--- src/rtl/psram_seq_pkg.sv ---
package psram_seq_pkg;

    typedef enum logic [2:0] {
        ST_PWRUP     = 3'd0,
        ST_READY     = 3'd1,
        ST_PD_ENTRY  = 3'd2,
        ST_PD        = 3'd3,
        ST_WAKE_WAIT = 3'd4
    } seq_state_e;

    typedef struct packed {
        logic cs1_n;
        logic cs2;
        logic ready;
    } pin_ctl_t;

    // Rounded-up cycle count for a delay in ns, never less than one cycle.
    function automatic int ns_to_cycles(input longint ns, input longint clk_ps);
        longint c;
        c = (ns * 64'd1000 + clk_ps - 64'd1) / clk_ps;
        if (c < 1) c = 1;
        return int'(c);
    endfunction

    function automatic int max2(input int a, input int b);
        return (a > b) ? a : b;
    endfunction

    function automatic pin_ctl_t decode_pins(input seq_state_e s);
        pin_ctl_t p;
        p.ready = (s == ST_READY);
        p.cs1_n = (s != ST_READY);
        p.cs2   = !((s == ST_PD_ENTRY) || (s == ST_PD));
        return p;
    endfunction

endpackage

--- src/rtl/psram_seq_timer.sv ---
module psram_seq_timer #(
    parameter int W = 8
) (
    input  logic         clk,
    input  logic         rst,
    input  logic         clr,
    output logic [W-1:0] cnt
);
    always_ff @(posedge clk) begin
        if (rst || clr) begin
            cnt <= '0;
        end else if (cnt != {W{1'b1}}) begin
            cnt <= cnt + 1'b1;
        end
    end
endmodule

--- src/rtl/psram_seq_fsm.sv ---
module psram_seq_fsm
    import psram_seq_pkg::*;
#(
    parameter int HOLD_CYC = 4,
    parameter int LOW_CYC  = 2,
    parameter int W        = 8
) (
    input  logic         clk,
    input  logic         rst,
    input  logic         sleep_req,
    input  logic         wake_req,
    input  logic         ctrl_idle,
    input  logic [W-1:0] cnt,
    output seq_state_e   state,
    output logic         timer_clr,
    output logic         enter_pd
);
    localparam logic [W-1:0] HOLD_LAST = W'(HOLD_CYC - 1);
    localparam logic [W-1:0] LOW_LAST  = W'(LOW_CYC - 1);

    seq_state_e state_nx;
    logic       wake_pend;

    always_comb begin
        state_nx = state;
        unique case (state)
            ST_PWRUP:     if (cnt == HOLD_LAST) state_nx = ST_READY;
            ST_READY:     if (sleep_req && ctrl_idle) state_nx = ST_PD_ENTRY;
            ST_PD_ENTRY:  if (cnt == LOW_LAST) state_nx = ST_PD;
            ST_PD:        if (wake_req || wake_pend) state_nx = ST_WAKE_WAIT;
            ST_WAKE_WAIT: if (cnt == HOLD_LAST) state_nx = ST_READY;
            default:      state_nx = ST_PWRUP;
        endcase
    end

    assign timer_clr = (state_nx != state);
    assign enter_pd  = (state == ST_READY) && (state_nx == ST_PD_ENTRY);

    always_ff @(posedge clk) begin
        if (rst) begin
            state     <= ST_PWRUP;
            wake_pend <= 1'b0;
        end else begin
            state <= state_nx;
            if (state == ST_PD_ENTRY && wake_req) begin
                wake_pend <= 1'b1;
            end else if (state == ST_PD && state_nx == ST_WAKE_WAIT) begin
                wake_pend <= 1'b0;
            end
        end
    end
endmodule

--- src/rtl/psram_lost_flag.sv ---
module psram_lost_flag (
    input  logic clk,
    input  logic rst,
    input  logic set,
    input  logic ack,
    output logic flag
);
    always_ff @(posedge clk) begin
        if (rst) begin
            flag <= 1'b0;
        end else if (set) begin
            flag <= 1'b1;
        end else if (ack) begin
            flag <= 1'b0;
        end
    end
endmodule

--- src/rtl/psram_pwr_seq.sv ---
module psram_pwr_seq
    import psram_seq_pkg::*;
#(
    parameter int CLK_PERIOD_PS = 10000,
    parameter int HOLD_NS       = 300000,
    parameter int LOW_NS        = 30
) (
    input  logic clk,
    input  logic rst,
    input  logic sleep_req,
    input  logic wake_req,
    input  logic ctrl_idle,
    input  logic lost_ack,
    output logic cs1_n,
    output logic cs2,
    output logic ready,
    output logic data_lost
);
    localparam int HOLD_CYC = ns_to_cycles(longint'(HOLD_NS), longint'(CLK_PERIOD_PS));
    localparam int LOW_CYC  = ns_to_cycles(longint'(LOW_NS), longint'(CLK_PERIOD_PS));
    localparam int CNT_W    = $clog2(max2(HOLD_CYC, LOW_CYC) + 1);

    logic [CNT_W-1:0] cnt;
    logic             timer_clr;
    logic             enter_pd;
    seq_state_e       state;
    pin_ctl_t         pins;

    psram_seq_timer #(.W(CNT_W)) u_timer (
        .clk (clk),
        .rst (rst),
        .clr (timer_clr),
        .cnt (cnt)
    );

    psram_seq_fsm #(
        .HOLD_CYC (HOLD_CYC),
        .LOW_CYC  (LOW_CYC),
        .W        (CNT_W)
    ) u_fsm (
        .clk       (clk),
        .rst       (rst),
        .sleep_req (sleep_req),
        .wake_req  (wake_req),
        .ctrl_idle (ctrl_idle),
        .cnt       (cnt),
        .state     (state),
        .timer_clr (timer_clr),
        .enter_pd  (enter_pd)
    );

    psram_lost_flag u_lost (
        .clk  (clk),
        .rst  (rst),
        .set  (enter_pd),
        .ack  (lost_ack),
        .flag (data_lost)
    );

    assign pins  = decode_pins(state);
    assign cs1_n = pins.cs1_n;
    assign cs2   = pins.cs2;
    assign ready = pins.ready;
endmodule

--- config.mk ---
export PLATFORM = sky130hd
export DESIGN_NAME = psram_pwr_seq
export DESIGN_NICKNAME = d
export VERILOG_FILES = /design/src/rtl/psram_seq_pkg.sv /design/src/rtl/psram_seq_timer.sv /design/src/rtl/psram_seq_fsm.sv /design/src/rtl/psram_lost_flag.sv /design/src/rtl/psram_pwr_seq.sv
export SDC_FILE = /design/constraint.sdc
export NUM_CORES = 1
export LEC_CHECK = 0
export ABC_AREA = 1
export BUFFER_PORTS_ARGS = -buffer_cell sky130_fd_sc_hd__buf_2
export CORE_MARGIN = 1
export CORE_UTILIZATION = 45
export DETAILED_ROUTE_END_ITERATION = 10
export PLACE_DENSITY_LB_ADDON = 0.2
export SETUP_SLACK_MARGIN = 0.15
export SLEW_MARGIN = 15
export SYNTH_ARGS = -nofsm -noshare
export SYNTH_HDL_FRONTEND = slang
export SYNTH_SLANG_ARGS = --single-unit
--- constraint.sdc ---
create_clock -name clk -period 2 [get_ports clk]
set_clock_uncertainty 0.1 [all_clocks]
set_input_delay 0.4 -clock clk [delete_from_list [all_inputs] [get_ports clk]]
set_output_delay 0.4 -clock clk [all_outputs]
set_load 0.02 [all_outputs]
==> key figures, run 1 <==
Worst setup path
  – R2R Setup Slk: 300 ps
  – Data required, critical path: ~2100 ps
  – R2R Path End: u_timer.cnt[11]
  – CP Launch Type: flip-flop
  – Worst-path fanout max: 13
  – Register-to-Register Path Depth: 9
  – CP Class: flip-flop to flip-flop
  – Worst path arrival time: 1800 ps
  – FF-to-FF Start: u_timer.cnt[1]
  – Setup crit end kind: flip-flop

Outcome
  – Status: complete, no violations

Global routing
  – Overflow after GRT: 0
  – First-pass GRT wire length: 3910 um
  – Largest net degree at the start of global routing: 16
  – Initial antenna violation count: 0
  – GR Util All Layers: 0.184
  – Vias in the first global route: 851

Placed design
  – Hpwl dp: 1880 um
  – Routability cong.: ~0.88
  – Buffers on Ports: 9
  – Pre-CTS setup slack: approximately 240 ps

Flow run
  – Max-cap viol count: 0

Clocking
  – Post-cts hold buffer count: 0
  – TritonCTS clock tree: yes
  – Clk slew on worst S/H paths: 110 ps
  – Inserted Clock Buffers: 3
  – Clock sink count: 20
  – Root Driver: clkbuf_4
  – H-tree depth: 1
  – CTS Buffer Depth: 2
  – Clock latency on the worst-skew pair: approximately 300 ps

Worst hold path
  – Class of the worst hold path: input port to flip-flop
  – Hold Crit Depth: 4
  – Hold_sp: lost_ack
  – Worst hold endpoint: u_lost.flag

Routing
  – DRT antenna net count: 0
  – Mean number of vias per cell: 4.72
  – DRC viols: 0
  – Initial DRC Count: 38
  – Routed WL: 2520 um
  – Vias post-DR: 1096
  – Drt wl/cell: between 10 and 15 um
  – Pre-antenna DRT Iters: 4

Logic synthesis
  – Multiplexer share of the synthesized area: 0
  – Synth top area share: 0.315
  – Cells after Synth: roughly 180
  – Synth Area in Compound Gates: 0.0473
  – Post-synthesis simple-gate area fraction: 0.452
  – Area contributors post-synth: dfxtp_1 (32%), nor2_1 (11%), nand2_1 (10%), nor2_4 (9.8%), inv_1 (8.0%)
  – Ys async rst share: 0
  – Synth Area in XOR/XNOR: 0.0552
  – Register area share after synthesis: 0.315
  – Syn Area/Cell: 6.94 um^2
  – Most common flop cell mapped by yosys: dfxtp_1
  – Post-synth EDFFs: 0
  – Ys Warns: 0
  – Main combinational cell family by area after synthesis: simple AND/OR/NAND/NOR gates
  – Synth area leader: dfxtp_1
  – Seq cells post-synth: 20
  – Synth cell types: 25
  – Synth Cell Area: 0.00127 mm^2
  – Area share of fa/ha/maj cells after synthesis: 0.0197
  – Cell with the most instances after synthesis: nor2_1
  – Mapped Nets: between 150 and 200
  – Most instantiated cells after synthesis: nor2_1 (38), nand2_1 (34), inv_1 (27), dfxtp_1 (20), nor2_4 (11)

Timing
  – Final critical-path share of the clock period: 0.852
  – Slew Viols, Final: 0
  – Min setup slack post-route: 296 ps
  – F_max: 587 MHz
  – TNS Setup: 0 ps
  – Final setup fails: 0
  – Tmin final: 1700 ps
  – Worst hold slack: about 240 ps
  – Slew margin rel.: 0.780
  – Least-Margin Pin Slew: 327 ps
  – RSZ-0062 raised after global routing: no
  – Hold Vio Cnt, Final: 0

Floorplanning
  – Initial Util: 0.495
  – Core box area: 0.00257 mm^2
  – Die Width: ~55 um
  – Row Count: 18
  – I/O pins: 10
  – Die Height: roughly 55 um
  – Die Area: 0.00304 mm^2

Finish
  – Fin util: 0.553
  – Layout cells sized above 1: 0.243
  – P&R area growth vs syn: 11.8%
  – Diode count: 0
  – Nets: around 210

Power and ir drop
  – Design Power: ~0.00066 W
  – P_leak: 0.662 nW
  – Pwr per Cell Area: 462 mW/mm^2
  – Max IR drop VDD: 0.384 mV
## layer usage
metal / routed length (um) / vias up / GRT usage
li1: - / 594 / -
met1: 1270 / 485 / 0.270
met2: 1130 / 15 / 0.257
met3: 112 / 2 / 0.0574
met4: 13 / 0 / 0.0458
met5: 0 / - / 0
## sequential cells by signal (all words and copies together), names as in the netlist
register and count:
u_fsm.state 3, u_fsm.wake_pend 1, u_lost.flag 1, u_timer.cnt 15
## report_power, final
group	internal [W]	switching (W)
sequential	0.000404	0.00000578
clock	0.0000702	0.000118
combinational	0.0000270	0.0000308
total	0.000501	0.000154
## cells by family after synthesis
kind of cell | after synthesis
flip-flops | 20
buffers and inverters | 32
AND/OR/NAND/NOR | 110
AO/OA/AOI/OAI | 11
adder cells (fa/ha/maj) | 2
XOR/XNOR | 8
## how the worst max path moves through the flow
stage	from	to	slack [ps]	cells after the start
6_report	u_timer.cnt[1]	u_timer.cnt[11]	300	9
5_1_grt	u_timer.cnt[1]	u_timer.cnt[11]	150	9
4_1_cts	u_timer.cnt[1]	u_timer.cnt[3]	220	8
3_5_place_dp	u_timer.cnt[1]	u_timer.cnt[3]	240	8
3_3_place_gp	u_timer.cnt[1]	u_timer.cnt[0]	280	8
2_1_floorplan	u_timer.cnt[1]	u_timer.cnt[13]	450	9
## placed cells by master (no fill, tap or decap), types with 2 or more instances in the layout
cell      instances
xor2_1            6
nand2_2           3
dfxtp_1          18
inv_2             3
o21ai_0           4
nor2_2            4
inv_1            27
nor3_1            5
nand2_1          34
clkbuf_4          3
nor2_4           11
nand3_2           2
buf_4             9
buf_2             9
dfxtp_2           2
xnor2_1           2
nand3b_1          2
a21oi_1           4
nand3_1           8
nor2_1           38
## final cells by class
type                    instances  area (um^2)
well taps                      30         37.5
clock buffers                   3         22.5
inverters                      30          113
fillers                       274         1150
multi-input cells             131          732
flip-flops and latches         20          403
repair buffers                 18          113
## stage by stage
stage	std cells	area [um^2]
final	232	1420
after global routing	232	1420
after CTS	224	1360
after detailed placement	221	1330
after global placement	221	1330
after floorplan	183	1270
## critical path: stages (launching register included)
cell and delay (ps):
dfxtp_2 360, ha_2 210, nand3_2 130, nor2_1 130
nand3_1 90, nand3_1 130, nand2_2 80, nand3_4 170
buf_4 170, nor2_4 30
## repair_timing
item	4_1_cts	5_1_grt
setup buffers	0	8
resized for setup	0	3
endpoints found under the setup margin	0	15
Power figures use the tool's default switching activity.
==> inputs of run 2 (changes only) <==
--- a/config.mk
+++ b/config.mk
@@ -8,8 +8,9 @@
 export ABC_AREA = 1
 export BUFFER_PORTS_ARGS = -buffer_cell sky130_fd_sc_hd__buf_2
 export CORE_MARGIN = 1
-export CORE_UTILIZATION = 45
+export CORE_UTILIZATION = 55
 export DETAILED_ROUTE_END_ITERATION = 10
+export GPL_TIMING_DRIVEN = 0
 export PLACE_DENSITY_LB_ADDON = 0.2
 export SETUP_SLACK_MARGIN = 0.15
 export SLEW_MARGIN = 15
==> key figures, run 2 (synthesized netlist as in run 1, its figures left out) <==
Outcome
  – Status: complete, no violations

Placed design
  – Buffers on Ports: 9 (unchanged)
  – Hpwl dp: 1800 um (-4.2%)
  – Routability cong.: 0.845 (-3.5%)

Finish
  – P&R area growth vs syn: 9.46%
  – Nets: 205 (-3.3%)
  – Largest Register: u_timer.cnt
  – Biggest regs: u_timer.cnt x15, u_fsm.state x3
  – Fin util: 0.634 (+0.0814)
  – Most common cell after layout, fill and taps aside: nor2_1
  – Layout cells sized above 1: 0.210 (-0.0323)
  – Commonest cells after routing, fill and taps aside: nor2_1 (38), nand2_1 (34), inv_1 (27), dfxtp_1 (19), nor2_4 (12)
  – Largest register FFs: 15 (unchanged)
  – Diode count: 0 (unchanged)

Clocking
  – TritonCTS clock tree: yes
  – Postcts setup bufs: 0 (unchanged)
  – Post-CTS Resized: 0 (unchanged)
  – CTS Buffer Depth: 2 (unchanged)
  – Post-cts hold buffer count: 0 (unchanged)
  – Clk slew on worst S/H paths: 110 ps (about the same)
  – Root Driver: clkbuf_4
  – H-tree depth: 1 (unchanged)
  – Clock latency on the worst-skew pair: 300 ps (about the same)
  – Clock sink count: 20 (unchanged)
  – Inserted Clock Buffers: 3 (unchanged)

Timing
  – TNS Setup: 0 ps (unchanged)
  – Hold Vio Cnt, Final: 0 (unchanged)
  – F_max: 575 MHz (-2.1%)
  – Final critical-path share of the clock period: 0.870 (+0.0181)
  – Slew margin rel.: 0.751 (-0.0292)
  – Slew Viols, Final: 0 (unchanged)
  – Worst hold slack: 242 ps (+5.63 ps)
  – Final setup fails: 0 (unchanged)
  – Least-Margin Pin Slew: 371 ps (+44.3 ps)
  – Tmin final: 1740 ps (+36.2 ps)
  – RSZ-0062 raised after global routing: no

Worst setup path
  – CP bufs+invs: 1 (unchanged)
  – CP Class: flip-flop to flip-flop
  – Worst-path fanout max: 10 (-3)
  – Setup crit end kind: flip-flop
  – Delay-heaviest family, CP: simple AND/OR/NAND/NOR gates
  – Worst path slowest cell: dfxtp_1
  – Worst path arrival time: 1840 ps (+40 ps)
  – Stages on worst setup path: 9 (unchanged)
  – Data required, critical path: 2100 ps (about the same)
  – Register-to-Register Path Depth: 9 (unchanged)
  – Cell mode on critical path: nand3_1
  – Crit-path cells: ha_2, nand3_2, nor2_1, nand3_1, nand3_1, nand2_2, nand3_4, buf_12, nor2_4
  – CP peak stage delay: 380 ps (+20 ps)
  – CP Launch Type: flip-flop

Global routing
  – Overflow after GRT: 0 (unchanged)
  – Vias in the first global route: 1021 (+20%)
  – Largest net degree at the start of global routing: 11 (-5)
  – GR Util All Layers: 0.212 (+0.0284)
  – Initial antenna violation count: 0 (unchanged)
  – First-pass GRT wire length: 4060 um (+4.1%)

Power and ir drop
  – Clock power frac: 0.296 (+0.009)
  – Reg power frac: 0.627 (+0.002)
  – Max IR drop VDD: 0.329 mV (-14%)
  – P_leak: 0.640 nW (-3.4%)
  – Psw: 0.000159 W (+2.8%)
  – Design Power: 0.000654 W (-0.27%)
  – Switching share of total power: 0.243 (+0.00727)
  – Combinational power share: 0.077 (-0.011)
  – Pwr per Cell Area: 471 mW/mm^2 (+1.9%)
  – Int Power: 0.000495 W (-1.2%)

Floorplanning
  – Die Height: 50.1 um (-9.2%)
  – Initial Util: 0.580 (+0.0850)
  – Core box area: 0.00219 mm^2 (-15%)
  – Die Width: 50.1 um (-9.2%)
  – Row Count: 17 (-1)
  – I/O pins: 10 (unchanged)
  – Die Area: 0.00251 mm^2 (-18%)

Routing
  – Mean number of vias per cell: 5.10 (+8.0%)
  – DRT antenna net count: 0 (unchanged)
  – Initial DRC Count: 21 (-45%)
  – Pre-antenna DRT Iters: 4 (unchanged)
  – DRC viols: 0 (unchanged)
  – Routed WL: 2370 um (-5.9%)
  – Drt wl/cell: 10.6 um (-2.1%)
  – Vias post-DR: 1138 (+3.8%)

Worst hold path
  – Hold Crit Depth: 2 (-2)
  – Class of the worst hold path: input port to flip-flop

Flow run
  – Max-cap viol count: 0 (unchanged)
-- run 2: area by class of cell --
| cell class | count | area, um^2 |
|---|---|---|
| flip-flops and latches | 20 | 402 |
| repair buffers | 9 | 45.0 |
| plain buffers | 2 | 27.5 |
| well taps | 28 | 35.0 |
| fillers | 204 | 801 |
| inverters | 30 | 113 |
| multi-input cells | 131 | 746 |
| clock buffers | 3 | 22.5 |
-- run 2: power by group through the flow --
stage / Clock (W) / Combinational [W] / Sequential (W)
after floorplan: 0 / 0.0000374 / 0.000417
after global placement: 0 / 0.0000490 / 0.000418
after detailed placement: 0 / 0.0000513 / 0.000418
after CTS: 0.000201 / 0.0000513 / 0.000409
after global routing: 0.000206 / 0.0000570 / 0.000410
final: 0.000194 / 0.0000504 / 0.000410
-- run 2: metrics by stage --
step	instance area [um^2]	instances	setup WS, ps
after global routing	1390	223	165
after detailed placement	1350	220	233
after global placement	1350	220	253
final	1390	223	260
after floorplan	1270	183	452
after CTS	1370	223	196
-- run 2: layer usage --
layer  part of all wire  GRT usage
met5                  0          0
met4              0.014     0.0952
met3              0.036     0.0370
met2               0.48      0.344
met1               0.47      0.271
-- run 2: worst paths after layout --
path                                     start  slack [ps]         endpoint
worst min-delay path                       rst         240      u_lost.flag
worst max-delay path            u_timer.cnt[0]         260  u_timer.cnt[13]
worst min register to register     u_lost.flag         370      u_lost.flag
worst max register to register  u_timer.cnt[0]         260  u_timer.cnt[13]
==> inputs of run 3 (changes only) <==
--- a/config.mk
+++ b/config.mk
@@ -11,7 +11,7 @@
 export CORE_UTILIZATION = 55
 export DETAILED_ROUTE_END_ITERATION = 10
 export GPL_TIMING_DRIVEN = 0
-export PLACE_DENSITY_LB_ADDON = 0.2
+export PLACE_DENSITY_LB_ADDON = 0.15
 export SETUP_SLACK_MARGIN = 0.15
 export SLEW_MARGIN = 15
 export SYNTH_ARGS = -nofsm -noshare
==> key figures, run 3 (synthesized netlist as in run 1, its figures left out) <==
Outcome
  – Status: complete, no violations

Timing
  – TNS Setup: 0 ps (unchanged)
  – Min setup slack post-route: 292 ps (+31.9 ps)
  – Worst hold slack: 246 ps (+4.44 ps)
  – Tmin final: 1710 ps (-31.9 ps)
  – Slew margin rel.: 0.745 (-0.00592)
  – RSZ-0062 raised after global routing: no
  – Least-Margin Pin Slew: 380 ps (+8.81 ps)
  – Final critical-path share of the clock period: 0.854 (-0.0160)
  – F_max: 585 MHz (+1.9%)
  – Slew Viols, Final: 0 (unchanged)
  – Final setup fails: 0 (unchanged)
  – Hold Vio Cnt, Final: 0 (unchanged)

Clocking
  – H-tree depth: 1 (unchanged)
  – Root Driver: clkbuf_4
  – TritonCTS clock tree: yes
  – Clock sink count: 20 (unchanged)
  – Postcts setup bufs: 0 (unchanged)
  – Inserted Clock Buffers: 3 (unchanged)
  – CTS Buffer Depth: 2 (unchanged)
  – Clk slew on worst S/H paths: 110 ps (about the same)
  – Clock latency on the worst-skew pair: 300 ps (about the same)

Worst hold path
  – Class of the worst hold path: input port to flip-flop

Finish
  – Largest Register: u_timer.cnt
  – Commonest cells after routing, fill and taps aside: nor2_1 (38), nand2_1 (34), inv_1 (27), dfxtp_1 (19), nor2_4 (12)
  – Post-Layout Cell Count: 224 (+0.45%)
  – Largest register FFs: 15 (unchanged)
  – Biggest regs: u_timer.cnt x15, u_fsm.state x3
  – Most common cell after layout, fill and taps aside: nor2_1
  – Layout cells sized above 1: 0.214 (+0.00403)
  – P&R area growth vs syn: 11.1%
  – Cell area after layout: 0.00141 mm^2 (+1.5%)
  – Diode count: 0 (unchanged)
  – Nets: 205 (unchanged)

Power and ir drop
  – Psw: 0.000159 W (+0.26%)
  – Max IR drop VDD: 0.436 mV (+32%)
  – Clock power frac: 0.337 (+0.041)
  – P_leak: 0.647 nW (+1.1%)
  – Pwr per Cell Area: 493 mW/mm^2 (+4.7%)
  – Reg power frac: 0.590 (-0.037)
  – Int Power: 0.000536 W (+8.3%)
  – Switching share of total power: 0.229 (-0.0138)
  – Combinational power share: 0.073 (-0.004)

Worst setup path
  – CP bufs+invs: 2 (+1)
  – Cell mode on critical path: nand3_1
  – CP peak stage delay: 440 ps (+60 ps)
  – Delay-heaviest family, CP: simple AND/OR/NAND/NOR gates
  – Worst path arrival time: 1810 ps (-30 ps)
  – Crit-path cells: inv_1, nor3_1, nand3_1, nand3_1, nand2_2, nand3_4, buf_12, nor2_4
  – CP Class: flip-flop to flip-flop
  – CP Launch Type: flip-flop
  – Worst path slowest cell: dfxtp_1
  – Worst-path fanout max: 10 (unchanged)
  – Setup crit end kind: flip-flop
  – Data required, critical path: 2100 ps (about the same)

Floorplanning
  – Die Width: 50.1 um (unchanged)
  – Initial Util: 0.580 (unchanged)
  – Die Height: 50.1 um (unchanged)
  – Core box area: 0.00219 mm^2 (unchanged)
  – Die Area: 0.00251 mm^2 (unchanged)
  – I/O pins: 10 (unchanged)
  – Row Count: 17 (unchanged)

Placed design
  – Buffers on Ports: 9 (unchanged)
  – Placed cell areas: 0.00135 mm^2 (unchanged)
  – Placed cells: 220 (unchanged)
  – Hpwl dp: 1810 um (+0.16%)
  – Routability cong.: 0.838 (-0.79%)
  – Pre-CTS setup slack: 244 ps (+11.3 ps)

Routing
  – Routed WL: 2380 um (+0.51%)
  – Initial DRC Count: 35 (+67%)
  – DRT antenna net count: 0 (unchanged)
  – Vias post-DR: 1080 (-5.1%)
  – Mean number of vias per cell: 4.82 (-5.5%)
  – DRC viols: 0 (unchanged)
  – Drt wl/cell: 10.6 um (about the same)
  – Pre-antenna DRT Iters: 4 (unchanged)

Flow run
  – Max-cap viol count: 0 (unchanged)

Global routing
  – GR Util All Layers: 0.207 (-0.00516)
  – Overflow after GRT: 0 (unchanged)
  – Largest net degree at the start of global routing: 12 (+1)
  – First-pass GRT wire length: 3950 um (-2.7%)
  – Initial antenna violation count: 0 (unchanged)
  – Vias in the first global route: 977 (-4.3%)
## run 3: repair_timing
action                     CTS  global route
setup endpoints to repair    0            12
hold buffers                 0             0
gates resized for setup      0             5
## run 3: cell type report
type / instances / area (um^2)
well taps: 28 / 35.0
plain buffers: 2 / 27.5
clock buffers: 4 / 36.3
repair buffers: 9 / 45.0
flip-flops and latches: 20 / 402
inverters: 30 / 113
fillers: 208 / 779
multi-input cells: 131 / 753
## run 3: worst paths after layout
check / startpoint / to / slack, ps / depth (start not counted)
hold / removal: rst / u_fsm.wake_pend / 250 / 2
setup reg to reg: u_fsm.state[1] / u_timer.cnt[14] / 290 / 8
hold reg to reg: u_lost.flag / u_lost.flag / 380 / 2
setup / recovery: u_fsm.state[1] / u_timer.cnt[14] / 290 / 8
## run 3: stage by stage
step                power [W]  utilization
floorplan            0.000454            -
global placement     0.000467        0.616
detailed placement   0.000468        0.616
CTS                  0.000707        0.633
global route         0.000725        0.644
finish               0.000696        0.644
## run 3: layer usage
metal | wire length [um] | track usage | up-vias
met3 | 99 | 0.0648 | 2
met5 | 0 | 0 | -
met1 | 1160 | 0.257 | 471
li1 | - | - | 580
met2 | 1100 | 0.338 | 27
met4 | 21 | 0.0619 | 0
## run 3: power groups by stage
| stage | clock [W] | combinational [W] | sequential (W) |
|---|---|---|---|
| after global placement | 0 | 0.0000491 | 0.000418 |
| after detailed placement | 0 | 0.0000502 | 0.000418 |
| after floorplan | 0 | 0.0000374 | 0.000417 |
| after CTS | 0.000247 | 0.0000504 | 0.000409 |
| final | 0.000234 | 0.0000509 | 0.000410 |
| after global routing | 0.000256 | 0.0000576 | 0.000411 |
## run 3: worst reg2reg max path: cells and delay by family, from the launching register on
family	cells	cell delay, ps
buffers and inverters	2	280
flip-flops	1	440
AND/OR/NAND/NOR	6	770
